`src/rtl/jsr_bus_sequencer.sv`:
```
module jsr_bus_sequencer #(
  parameter int DW = 8,
  parameter int AW = 2 * DW,
  parameter logic [DW-1:0] STACK_PAGE = 1,
  parameter logic [DW-1:0] SP_RESET = '1
) (
  input  logic          clk,
  input  logic          rst_n,
  input  logic          start,
  input  logic [AW-1:0] pc_in,
  input  logic [DW-1:0] sp_in,
  input  logic [DW-1:0] mem_rdata,
  output logic [AW-1:0] mem_addr,
  output logic          mem_we,
  output logic [DW-1:0] mem_wdata,
  output logic          busy,
  output logic          done,
  output logic [AW-1:0] pc_out,
  output logic [DW-1:0] sp_out
);

  typedef enum logic [2:0] {
    ST_IDLE, ST_OPC, ST_TLO, ST_GAP, ST_PUSHH, ST_PUSHL, ST_THI
  } st_t;

  st_t           st;
  logic [AW-1:0] pc_r;
  logic [DW-1:0] sp_r;
  logic [DW-1:0] tlo;
  logic          done_r;

  wire [AW-1:0] ret = pc_r + AW'(2);
  wire [AW-1:0] stk = {STACK_PAGE, sp_r};

  assign busy   = (st != ST_IDLE);
  assign done   = done_r;
  assign pc_out = pc_r;
  assign sp_out = sp_r;

  always_comb begin
    mem_we    = 1'b0;
    mem_wdata = '0;
    case (st)
      ST_OPC:   mem_addr = pc_r;
      ST_TLO:   mem_addr = pc_r + AW'(1);
      ST_GAP:   mem_addr = stk;
      ST_PUSHH: begin mem_addr = stk; mem_we = 1'b1; mem_wdata = ret[AW-1:DW]; end
      ST_PUSHL: begin mem_addr = stk; mem_we = 1'b1; mem_wdata = ret[DW-1:0]; end
      ST_THI:   mem_addr = pc_r + AW'(2);
      default:  mem_addr = pc_r;
    endcase
  end

  always_ff @(posedge clk) begin
    if (!rst_n) begin
      st     <= ST_IDLE;
      pc_r   <= '0;
      sp_r   <= SP_RESET;
      tlo    <= '0;
      done_r <= 1'b0;
    end else begin
      done_r <= (st == ST_THI);
      case (st)
        ST_IDLE: if (start) begin
          pc_r <= pc_in;
          sp_r <= sp_in;
          st   <= ST_OPC;
        end
        ST_OPC:   st <= ST_TLO;
        ST_TLO:   begin tlo <= mem_rdata; st <= ST_GAP; end
        ST_GAP:   st <= ST_PUSHH;
        ST_PUSHH: begin sp_r <= sp_r - DW'(1); st <= ST_PUSHL; end
        ST_PUSHL: begin sp_r <= sp_r - DW'(1); st <= ST_THI; end
        ST_THI:   begin pc_r <= {mem_rdata, tlo}; st <= ST_IDLE; end
        default:  st <= ST_IDLE;
      endcase
    end
  end

  // a start seen while idle opens the sequence with the opcode fetch
  a_r2_start_opens: assert property (@(posedge clk) disable iff (!rst_n)
    (!busy && start) |=> (busy && !mem_we && mem_addr == $past(pc_in)));

  // each push cycle lowers the stack pointer by one, modulo 256
  a_r5_push_decrements: assert property (@(posedge clk) disable iff (!rst_n)
    mem_we |=> (sp_out == DW'($past(sp_out) - DW'(1))));

  // every write lands in the stack page
  a_r8_write_in_stack_page: assert property (@(posedge clk) disable iff (!rst_n)
    mem_we |-> (mem_addr[AW-1:DW] == STACK_PAGE));

  // exactly two consecutive write cycles, then a read
  a_r7_two_writes: assert property (@(posedge clk) disable iff (!rst_n)
    (mem_we && !$past(mem_we)) |=> (mem_we ##1 !mem_we));

  // done is a single pulse outside busy
  a_r7_done_pulse: assert property (@(posedge clk) disable iff (!rst_n)
    done |-> (!busy && !$past(done)));

  // pc is held through the sequence until the final read
  a_r10_pc_held: assert property (@(posedge clk) disable iff (!rst_n)
    (busy && $past(busy) && !done) |-> $stable(pc_out) or mem_addr == pc_out + AW'(2));

endmodule

```
`config.mk`:
```
export PLATFORM = sky130hd
export DESIGN_NAME = jsr_bus_sequencer
export DESIGN_NICKNAME = d
export VERILOG_FILES = /design/src/rtl/jsr_bus_sequencer.sv
export SDC_FILE = /design/constraint.sdc
export NUM_CORES = 1
export LEC_CHECK = 0
export BUFFER_PORTS_ARGS = -buffer_cell sky130_fd_sc_hd__buf_2
export CAP_MARGIN = 20
export CELL_PAD_IN_SITES_DETAIL_PLACEMENT = 1
export CELL_PAD_IN_SITES_GLOBAL_PLACEMENT = 2
export CORE_MARGIN = 2
export CORE_UTILIZATION = 32
export DETAILED_ROUTE_END_ITERATION = 12
export HOLD_SLACK_MARGIN = 0.06
export MAX_ROUTING_LAYER = met4
export PLACE_DENSITY_LB_ADDON = 0.1
export REMOVE_ABC_BUFFERS = 1
export SYNTH_ARGS = -nofsm -noshare
export SYNTH_HDL_FRONTEND = slang
export SYNTH_SLANG_ARGS = --single-unit
```
`constraint.sdc`:
```
create_clock -name clk -period 3.6 [get_ports clk]
set_input_delay 0.72 -clock clk [delete_from_list [all_inputs] [get_ports clk]]
set_output_delay 0.72 -clock clk [all_outputs]
set_load 0.005 [all_outputs]
```
-- Yosys cells after proc, flatten, opt, wreduce, memory -nomap -nowiden
Index checks and enable logic that the tools add are counted.
- memories: 0
- ROM bits: 0
- register bits after elaboration: 36
- bits of input ports: 35
- bits in writable memories: 0
- output and inout bits: 51
- latch bits: 0
- shift operators: 0
- eq/ne operators: 7
- divide/modulo/power cells: 0
- multiplexer cells: 9
- magnitude comparators: 0
- bitwise gates (word level): 0
- reduce and logical (&&, ||, !) cells: 8
- multiply operators: 0
- $add $sub $neg: 3
- operator list (kind ; number):
    16-bit case mux with 3 select lines ; 1
    16-bit case mux with 2 select lines ; 1
    8-bit case mux with 2 select lines ; 2
    3-bit case mux with 6 select lines ; 1
    16-bit by 1-bit adder with 16-bit output, second input constant ; 1
    16-bit by 2-bit adder with 16-bit output, second input constant ; 1
    16-bit two-way mux ; 1
    3-bit equality test, second input constant ; 3
    8-bit two-way mux ; 1
    8-bit by 1-bit subtractor with 8-bit output, second input constant ; 1
    3-bit by 2-bit equality test with 1-bit output, second input constant ; 2
    2-bit AND reduction ; 2
    2-bit nonzero test ; 2
    3-bit by 1-bit equality test with 1-bit output, second input constant ; 1
    3-bit logical NOT ; 1
    3-bit two-way mux ; 1
    3-bit nonzero test ; 1
    3-bit OR reduction ; 1
    2-bit != test, second input constant ; 1
    2-bit OR reduction ; 1
    1-bit two-way mux ; 1

-- Logic depth before layout (Yosys ltp)
Gate-level depths: netlist (run 1).
- word-level depth: 4
- mapped depth: 8
- mapped depth without buffers: 7

-- Least setup slack after synthesis (run 1)
Ideal clock, no wire load.
- path type: reg2out
- start: register pc_r[1] (netlist: pc_out[1])
- end: output port mem_addr[5]
- cell stages (with the launch flop): 7
- path slack: 1.177 ns
- buffers on the path: 0
- arrival time: 1.703 ns
- data required time: 2.880 ns
- cells stage by stage: dfxtp_1 > ha_1 > nand2_1 > or4_1 > a21oi_1 > a211o_1 > a22o_1
- word-level cells in the longest chain between the ends: 2
- elaborated cells between the ends (all ways): 3
- those cells by class: add/sub: 2; mux: 1
- ends and longest elaborated chain (item ; RTL line ; RTL):
    start: declaration ; 27 ; logic [AW-1:0] pc_r;
    start signal: assignment ; 65 ; pc_r <= pc_in;
    16-bit by 2-bit adder with 16-bit output / 16-bit by 1-bit adder with 16-bit output (equally long branches) ; 49, 45 ;
    16-bit case mux with 3 select lines * ; 43 ; case (st)
    end: declaration ; 13 ; output logic [AW-1:0] mem_addr,
Every way passes the cells marked *; elsewhere a longest branch is shown, timed or not.

-- Final worst setup path (run 1)
Ends and elaborated chain as after synthesis.

==> results of run 1 <==
## power by group through the flow
| stage | Sequential (mW) | Combinational [mW] | Clock (mW) |
|---|---|---|---|
| global route | 0.531 | 0.467 | 0.412 |
| detailed placement | 0.531 | 0.422 | 0 |
| floorplan | 0.524 | 0.221 | 0 |
| global placement | 0.528 | 0.419 | 0 |
| CTS | 0.522 | 0.423 | 0.397 |
| finish | 0.523 | 0.419 | 0.382 |
## critical path, stage by stage (launching register included)
cell     delay (ns)
dfxtp_1        0.64
ha_1           0.38
nand2_1        0.22
or4_1          0.44
a21oi_1        0.14
a211o_1        0.12
a22o_1         0.12
buf_2          0.10
## cell usage in the layout, fill, tap and decap left out, types with 9 or more instances in the layout
cell type,n
nand3_1,26
buf_2,85
buf_4,17
o22ai_1,13
a21oi_1,28
a311oi_2,10
a311oi_1,9
nor2_1,46
o21ai_0,24
nand2_1,70
dfxtp_1,35
## sequential cells by signal (all words and copies together) (netlist names)
| name | count |
|---|---|
| tlo | 8 |
| st | 3 |
| done | 1 |
| pc_out | 16 |
| sp_out | 8 |
## synthesized netlist by cell type (3+ instances only)
| master | number | area [µm²] |
|---|---|---|
| mux2i_1 | 7 | 70.07 |
| o22a_1 | 4 | 35.03 |
| nand4_1 | 3 | 18.77 |
| xnor2_1 | 6 | 52.55 |
| buf_4 | 11 | 82.58 |
| o21ai_1 | 4 | 20.02 |
| a311oi_2 | 10 | 150.1 |
| a31oi_1 | 6 | 37.54 |
| nand3_1 | 26 | 130.1 |
| buf_2 | 15 | 75.07 |
| buf_6 | 3 | 33.78 |
| nor2_2 | 4 | 25.02 |
| a311oi_1 | 9 | 78.83 |
| o211ai_1 | 7 | 52.55 |
| inv_1 | 7 | 26.28 |
| a211o_1 | 3 | 26.28 |
| a21oi_1 | 28 | 140.1 |
| o21ba_2 | 3 | 30.03 |
| o22ai_1 | 13 | 81.33 |
| dfxtp_1 | 36 | 720.7 |
| o21ai_0 | 24 | 120.1 |
| nor3_1 | 5 | 25.02 |
| inv_2 | 4 | 15.01 |
| clkbuf_1 | 11 | 41.29 |
| nor2_1 | 46 | 172.7 |
| nor4_1 | 4 | 25.02 |
| ha_1 | 4 | 50.05 |
| xor2_1 | 7 | 61.31 |
| nand2_1 | 70 | 262.8 |
## layout make-up
cell class | count | area [µm²]
Clock buffer | 5 | 68.82
Clock inverter | 3 | 42.54
Fill cell | 1299 | 5987
Inverter | 11 | 41.29
Multi-Input combinational cell | 350 | 2238
Sequential cell | 36 | 721.9
Tap cell | 133 | 166.4
Timing Repair Buffer | 102 | 553.0
## final timing paths
path | start | to | cells after the start
worst max register to register | st[2] | pc_out[3] | 7
worst min-delay path | tlo[6] | tlo[6] | 2
worst max-delay path | pc_out[1] | mem_addr[5] | 7
worst min register to register | tlo[6] | tlo[6] | 2
## per-stage QoR
stage	TNS (ns)	hold WS, ns	util, %	cells	total power [mW]
3_5_place_dp	0	0.4714	37.90	632	0.9525
6_report	0	0.4815	39.03	640	1.323
3_3_place_gp	0	0.4668	37.90	632	0.9478
2_1_floorplan	-0.1599	0.4540	-	397	0.7452
5_1_grt	0	0.5151	39.03	640	1.410
4_1_cts	0	0.4853	39.03	640	1.342
## routing by layer
layer / vias up / global-route usage (%) / share of wire, %
li1: 1745 / - / -
met1: 1760 / 31.59 / 48
met2: 89 / 40.48 / 48
met3: 9 / 2.246 / 3.5
met4: 0 / 4.381 / 0.94
met5: - / - / 0
## logic make-up (layout without fill, tap and decap cells)
family | after synthesis | after routing | synth area share, %
AO/OA/AOI/OAI | 137 | 137 | 31.22
XOR/XNOR | 13 | 13 | 3.512
adder cells (fa/ha/maj) | 4 | 4 | 1.544
buffers and inverters | 53 | 121 | 8.722
flip-flops | 36 | 36 | 22.23
multiplexers | 8 | 8 | 2.509
AND/OR/NAND/NOR | 188 | 188 | 30.26
==> flow_summary.yaml, run 1 <==
global_route:
  grt_pass1_wl_um: 20460
  antenna_found_initial: 0
  overflow: 0
  grt_max_degree: 36
  first_global_vias: 3656
  grt_util_all_layers_pct: 23.98
layout:
  final_cell_area_um2: 3832
  num-nets-final: 545
  layout-drive-gt1-share_pct: 29.98
  antenna_cells: 0
  syn2layout_area_growth_pct: 18.22
sta:
  slew_headroom_pct: 55.64
  slew_violations: 0
  period_share_pct: 88.61
  hold_violations: 0
  setup_violations: 0
  setup_slack_ns: 0.4101
  period_minus_slack_ns: 3.190
  rsz0062_at_grt: "false"
  worst_pin_slew_ns: 0.6645
  skew_ns: 0.009801
  fmax_mhz: 313.5
die:
  die-area_um2: 10950
  fp-row-count: 36
  die_h_um: 104.7
  core_um2: 9819
  ios: 86
  die_w_um: 104.7
  initial_core_util_pct: 33.01
yosys:
  synth_edf_count: 0
  ys_seq_area_share_pct: 22.23
  netlist-cell-type-count: 70
  netlist_instances: 439
  ys.flop_type: "dfxtp_1"
  yosys_register_bits: 36
  syn_area_um2: 3242
  synthArstFlopShare_pct: 0
  avgSynthCellArea_um2: 7.385
  yosysWarnings: 0
drt:
  drt_first_pass_iters: 7
  drc: 0
  wire_per_inst_um: 19.55
  via_per_inst: 5.630
  ant_nets: 0
  wirelength_um: 12510
  drtIter0Drc: 175
  dr_total_vias: 3603
place:
  numPortBuffers: 85
  dp_slack_ns: 0.7821
  place_congestion: 0.8790
  place_hpwl_um: 9028
  place_area_um2: 3721
power_and_ir_drop:
  p_leak_nw: 1.541
  vdd_ir_drop_max_v: 0.0001698
  power.density_nw_per_um2: 345.2
  intPower_mw: 0.8172
  clock_power_share_pct: 28.8
  sequentialPowerShare_pct: 39.5
  p_switching_mw: 0.5056
  switching_share_pct: 38.22
  pwr-share-comb_pct: 31.6
worst_setup_path:
  r2r_setup_slack_ns: 1.32
  cp.required_ns: 2.88
  arrival_ns: 2.47
  crit_path_start_kind: "flip-flop"
  endpoint_kind: "output port"
  worstPathMaxFanout: 11
  crit_type: "flip-flop to output port"
clock_tree:
  clk-insertion-delay-late_ns: 0.30
  path_clk_slew_ns: 0.08
  holdBufCountCts: 0
  numClockSinks: 36
  cts_setup_buffers: 0
  cts_buffers: 5
  post_cts_resized: 0
  root_buffer: "clkbuf_8"
  htree_levels: 2
  cts_tree: "built"
  clockBufferDepth: 2
worst_hold_path:
  hold_path_class: "flip-flop to flip-flop"
flow_run:
  drv_cap: 0
run_status:
  run_status: "finished clean"
Note: power is estimated with default switching activity, not from simulation.
==> inputs of run 2 (changes only) <==
- CORE_ASPECT_RATIO: default -> 1.4
- PLACE_DENSITY: default -> 0.88
- PLACE_DENSITY_LB_ADDON: 0.1 -> default
==> run 2 against run 1 <==
  * Sequential power about the same
  * Final area increased by 1.0%
  * Wire length decreased by 1.6%
  * Critical path depth unchanged
  * Register-to-register slack improved by 0.12 ns
  * Count of clock-buffer cells in the layout unchanged
  * First-iteration DRC count increased by 87%
  * Hold slack got worse by 0.0037 ns
  * Worst setup slack improved by 0.024 ns
  * Core utilization increased by 0.089 points
  * Clock power increased by 38%
  * Global-route usage decreased by 0.60 points
  * Largest power group is now the clock network
==> flow_summary.yaml, run 2 (synthesis results as in run 1) <==
run_status:
  run_status: "finished clean"
worst_setup_path:
  crit_type: "flip-flop to output port"
  crit_slowest_cell: "dfxtp_1"
  r2r_setup_slack_ns: 1.44
  crit_path_start_kind: "flip-flop"
  critPathMaxStageDelay_ns: 0.61
  arrival_ns: 2.45
  worstPathMaxFanout: 11
  endpoint_kind: "output port"
  path_delay_family: "simple AND/OR/NAND/NOR gates"
  cp.required_ns: 2.88
  critPathBufInv: 1
  crit_chain: "ha_1, nand2_1, or4_1, a21oi_1, a211o_1, a22o_1, buf_2"
sta:
  worst_pin_slew_ns: 0.6871
  slew_violations: 0
  holdWs_ns: 0.4777
  rsz0062_at_grt: "false"
  period_minus_slack_ns: 3.166
  slew_headroom_pct: 54.19
  setup_violations: 0
  period_share_pct: 87.94
  fmax_mhz: 315.9
  skew_ns: 0.006723
  hold_violations: 0
  finalSetupTns_ns: 0
drt:
  wire_per_inst_um: 19.27
  drt_first_pass_iters: 4
  wirelength_um: 12310
  via_per_inst: 5.725
  drc: 0
  drtIter0Drc: 328
  ant_nets: 0
  dr_total_vias: 3658
layout:
  largest_reg_flops: 16
  layout-drive-gt1-share_pct: 29.56
  layout_commonest_cell: "buf_2"
  num-nets-final: 542
  syn2layout_area_growth_pct: 19.45
  fillCellCount: 1298
  mostFrequentLayoutCells: "buf_2, nand2_1, nor2_1, dfxtp_1, a21oi_1"
  antenna_cells: 0
global_route:
  grt_max_degree: 35
  first_global_vias: 3659
  overflow: 0
  antenna_found_initial: 0
  grt_util_all_layers_pct: 23.37
  grt_pass1_wl_um: 19370
die:
  ios: 86
  initial_core_util_pct: 32.75
  fp-row-count: 43
  die_h_um: 123.1
  die-area_um2: 10960
  core_um2: 9899
  die_w_um: 89.07
clock_tree:
  cts_setup_buffers: 0
  numClockSinks: 36
  root_buffer: "clkbuf_16"
  cts_tree: "built"
  clk-insertion-delay-late_ns: 0.29
  cts_buffers: 5
  holdBufCountCts: 0
  clockBufferDepth: 2
  post_cts_resized: 0
  htree_levels: 2
  path_clk_slew_ns: 0.06
power_and_ir_drop:
  p_leak_nw: 1.553
  vdd_ir_drop_max_v: 0.0001723
  power.density_nw_per_um2: 379.6
place:
  numPortBuffers: 85
  place_congestion: 0.8620
  place_hpwl_um: 9108
flow_run:
  drv_cap: 0
worst_hold_path:
  hold_path_class: "flip-flop to flip-flop"
## run 2: cell count changes in the layout (fill, tap and decap cells not counted), sizes merged
cell,before,now
inv,11,12
clkinv,1,0
buf,102,99
## run 2: stage by stage
step                      std cells  cell area, µm²  utilization (%)  setup slack [ns]  total power [mW]
final                           639            3872            39.12            0.4342             1.470
after global routing            639            3872            39.12            0.2609             1.542
after CTS                       639            3872            39.12            0.4585             1.476
after detailed placement        631            3701            37.39            0.7856            0.9499
after global placement          631            3701            37.39            0.8198            0.9364
after floorplan                 397            3000                -           -0.1599            0.7452
## run 2: worst paths after layout
kind                                start           to  depth (start not counted)
worst min-delay path               tlo[1]       tlo[1]                          2
worst min register to register     tlo[1]       tlo[1]                          2
worst max register to register      st[2]    pc_out[7]                          5
worst max-delay path            pc_out[1]  mem_addr[5]                          7
## run 2: cell type report
type	count	area [µm²]	share of cell area, %
clock inverters	3	46.29	1.195
clock buffers	5	125.1	3.231
repair buffers	99	530.5	13.70
multi-input cells	350	2238	57.80
well taps	135	168.9	4.362
flip-flops and latches	36	721.9	18.64
inverters	11	41.29	1.066
## run 2: worst min-delay path: cells and delay by family (launching register included)
kind | cells | cell delay (ns)
AO/OA/AOI/OAI | 2 | 0.13
flip-flops | 1 | 0.30
## run 2: metal layers
metal  global-route usage, %  vias up  wire, µm
li1                        -     1737         -
met2                   41.46      115      6473
met3                   2.670       29       492
met4                   8.862        0       430
met1                   26.55     1777      4916
met5                       -        -         0
## run 2: where the power goes
group	internal (mW)	switching, mW
logic	0.176	0.244
clock network	0.330	0.198
registers	0.434	0.0865
==> inputs of run 3 (changes only) <==
- CORE_MARGIN: 2 -> 4
==> run 3 against run 2 <==
  * Largest cell class unchanged
  * Hold slack better by 0.0023 ns
  * Wire length is 4.7% higher
  * Core utilization is 0.10 points lower
  * Via count is 0.57% higher
  * Register-to-register slack worse by 0.48 ns
  * Sequential share of layout area hardly changed
  * Clock power is 15% lower
  * Cell count is 0.31% higher
  * Count of clock-buffer cells in the layout stayed put
==> flow_summary.yaml, run 3 (synthesis results as in run 1) <==
sta:
  period_share_pct: 89.12
  setup_violations: 0
  fmax_mhz: 311.7
  worst_pin_slew_ns: 0.6576
  holdWs_ns: 0.4800
  slew_headroom_pct: 56.10
  period_minus_slack_ns: 3.208
  slew_violations: 0
  hold_violations: 0
  setup_slack_ns: 0.3918
  finalSetupTns_ns: 0
  skew_ns: 0.009384
  rsz0062_at_grt: "false"
place:
  place_area_um2: 3716
  place_congestion: 0.9015
  numPortBuffers: 85
  place_inst: 633
  dp_slack_ns: 0.7733
  place_hpwl_um: 9680
clock_tree:
  cts_buffers: 5
  cts_setup_buffers: 0
  clockBufferDepth: 2
  post_cts_resized: 0
  clk-insertion-delay-late_ns: 0.29
  cts_tree: "built"
  path_clk_slew_ns: 0.06
  holdBufCountCts: 0
  htree_levels: 2
  numClockSinks: 36
  root_buffer: "clkbuf_16"
worst_setup_path:
  critPathMaxStageDelay_ns: 0.63
  crit_path_start_kind: "flip-flop"
  arrival_ns: 2.49
  path_delay_family: "simple AND/OR/NAND/NOR gates"
  r2r-start: "st[2]"
  cp-startpoint: "pc_out[1]"
  r2r_cells: 7
  critPathBufInv: 1
  crit_slowest_cell: "dfxtp_1"
  endpoint_kind: "output port"
  r2r_setup_slack_ns: 0.96
  reg2reg_to: "pc_out[8]"
  endpoint: "mem_addr[5]"
  crit_type: "flip-flop to output port"
  cp.required_ns: 2.88
  worst-path-stages: 7
  worstPathMaxFanout: 11
  crit_chain: "ha_1, nand2_1, or4_1, a21oi_1, a211o_1, a22o_1, buf_2"
layout:
  syn2layout_area_growth_pct: 19.14
  final_util_pct: 39.02
  num-nets-final: 544
  instances_no_fill: 641
  layout_commonest_cell: "buf_2"
  antenna_cells: 0
  largest_reg_flops: 16
  final_cell_area_um2: 3862
  layout-drive-gt1-share_pct: 29.84
  mostFrequentLayoutCells: "buf_2, nand2_1, nor2_1, dfxtp_1, a21oi_1"
die:
  initial_core_util_pct: 32.75
  core_um2: 9899
  ios: 86
  die_h_um: 127.1
  die-area_um2: 11830
  fp-row-count: 43
  die_w_um: 93.07
drt:
  drtIter0Drc: 195
  drt_first_pass_iters: 4
  ant_nets: 0
  dr_total_vias: 3679
  via_per_inst: 5.739
  wirelength_um: 12890
  drc: 0
  wire_per_inst_um: 20.10
global_route:
  grt_pass1_wl_um: 20360
  antenna_found_initial: 0
  grt_max_degree: 37
  use_met1_pct: 23.98
  first_global_vias: 3840
  overflow: 0
  grt_util_all_layers_pct: 22.32
  busiest_layer: "met2"
  use_met3_pct: 3.769
  grt_use_met2_pct: 40.05
power_and_ir_drop:
  vdd_ir_drop_max_v: 0.0002058
  p_total_mw: 1.398
  p_leak_nw: 1.553
  power.density_nw_per_um2: 361.9
flow_run:
  drv_cap: 0
worst_hold_path:
  hold_path_class: "flip-flop to flip-flop"
run_status:
  run_status: "finished clean"
==> run 3: changes by cell type in the layout (fill, tap and decap cells not counted) <==
cell	previous run	this run
buf_4	14	16
bufinv_16	1	0
clkinv_2	0	1
==> run 3: metal layers <==
| layer | vias up | share of wire (%) |
|---|---|---|
| met1 | 1781 | 39 |
| li1 | 1742 | - |
| met3 | 38 | 5.0 |
| met4 | 0 | 3.7 |
| met2 | 118 | 52 |
| met5 | - | 0 |
==> run 3: final cells by class <==
class,count,area (µm²)
sequential,36,721.9
timing repair buffer,101,545.5
tap,135,168.9
clock inverter,3,21.27
clock buffer,5,125.1
inverter,11,41.29
multi-input combinational,350,2238
fill,1308,6037
==> run 3: where the power goes <==
part | switching [mW] | internal, mW
registers | 0.0885 | 0.435
clock network | 0.192 | 0.258
logic | 0.245 | 0.180
==> run 3: how the worst min path moves through the flow <==
stage                 from      to  slack, ns  cells after the start
global placement    tlo[2]  tlo[2]       0.46                      2
detailed placement  tlo[5]  tlo[5]       0.47                      2
global route        tlo[5]  tlo[5]       0.51                      2
CTS                 tlo[5]  tlo[5]       0.48                      2
floorplan           tlo[0]  tlo[0]       0.45                      2
finish              tlo[5]  tlo[5]       0.48                      2
==> run 3: worst min-delay path, cell delays in order, from the launching register on <==
cell and delay, ns:
dfxtp_1 0.31, o21ai_0 0.07, a21oi_1 0.06
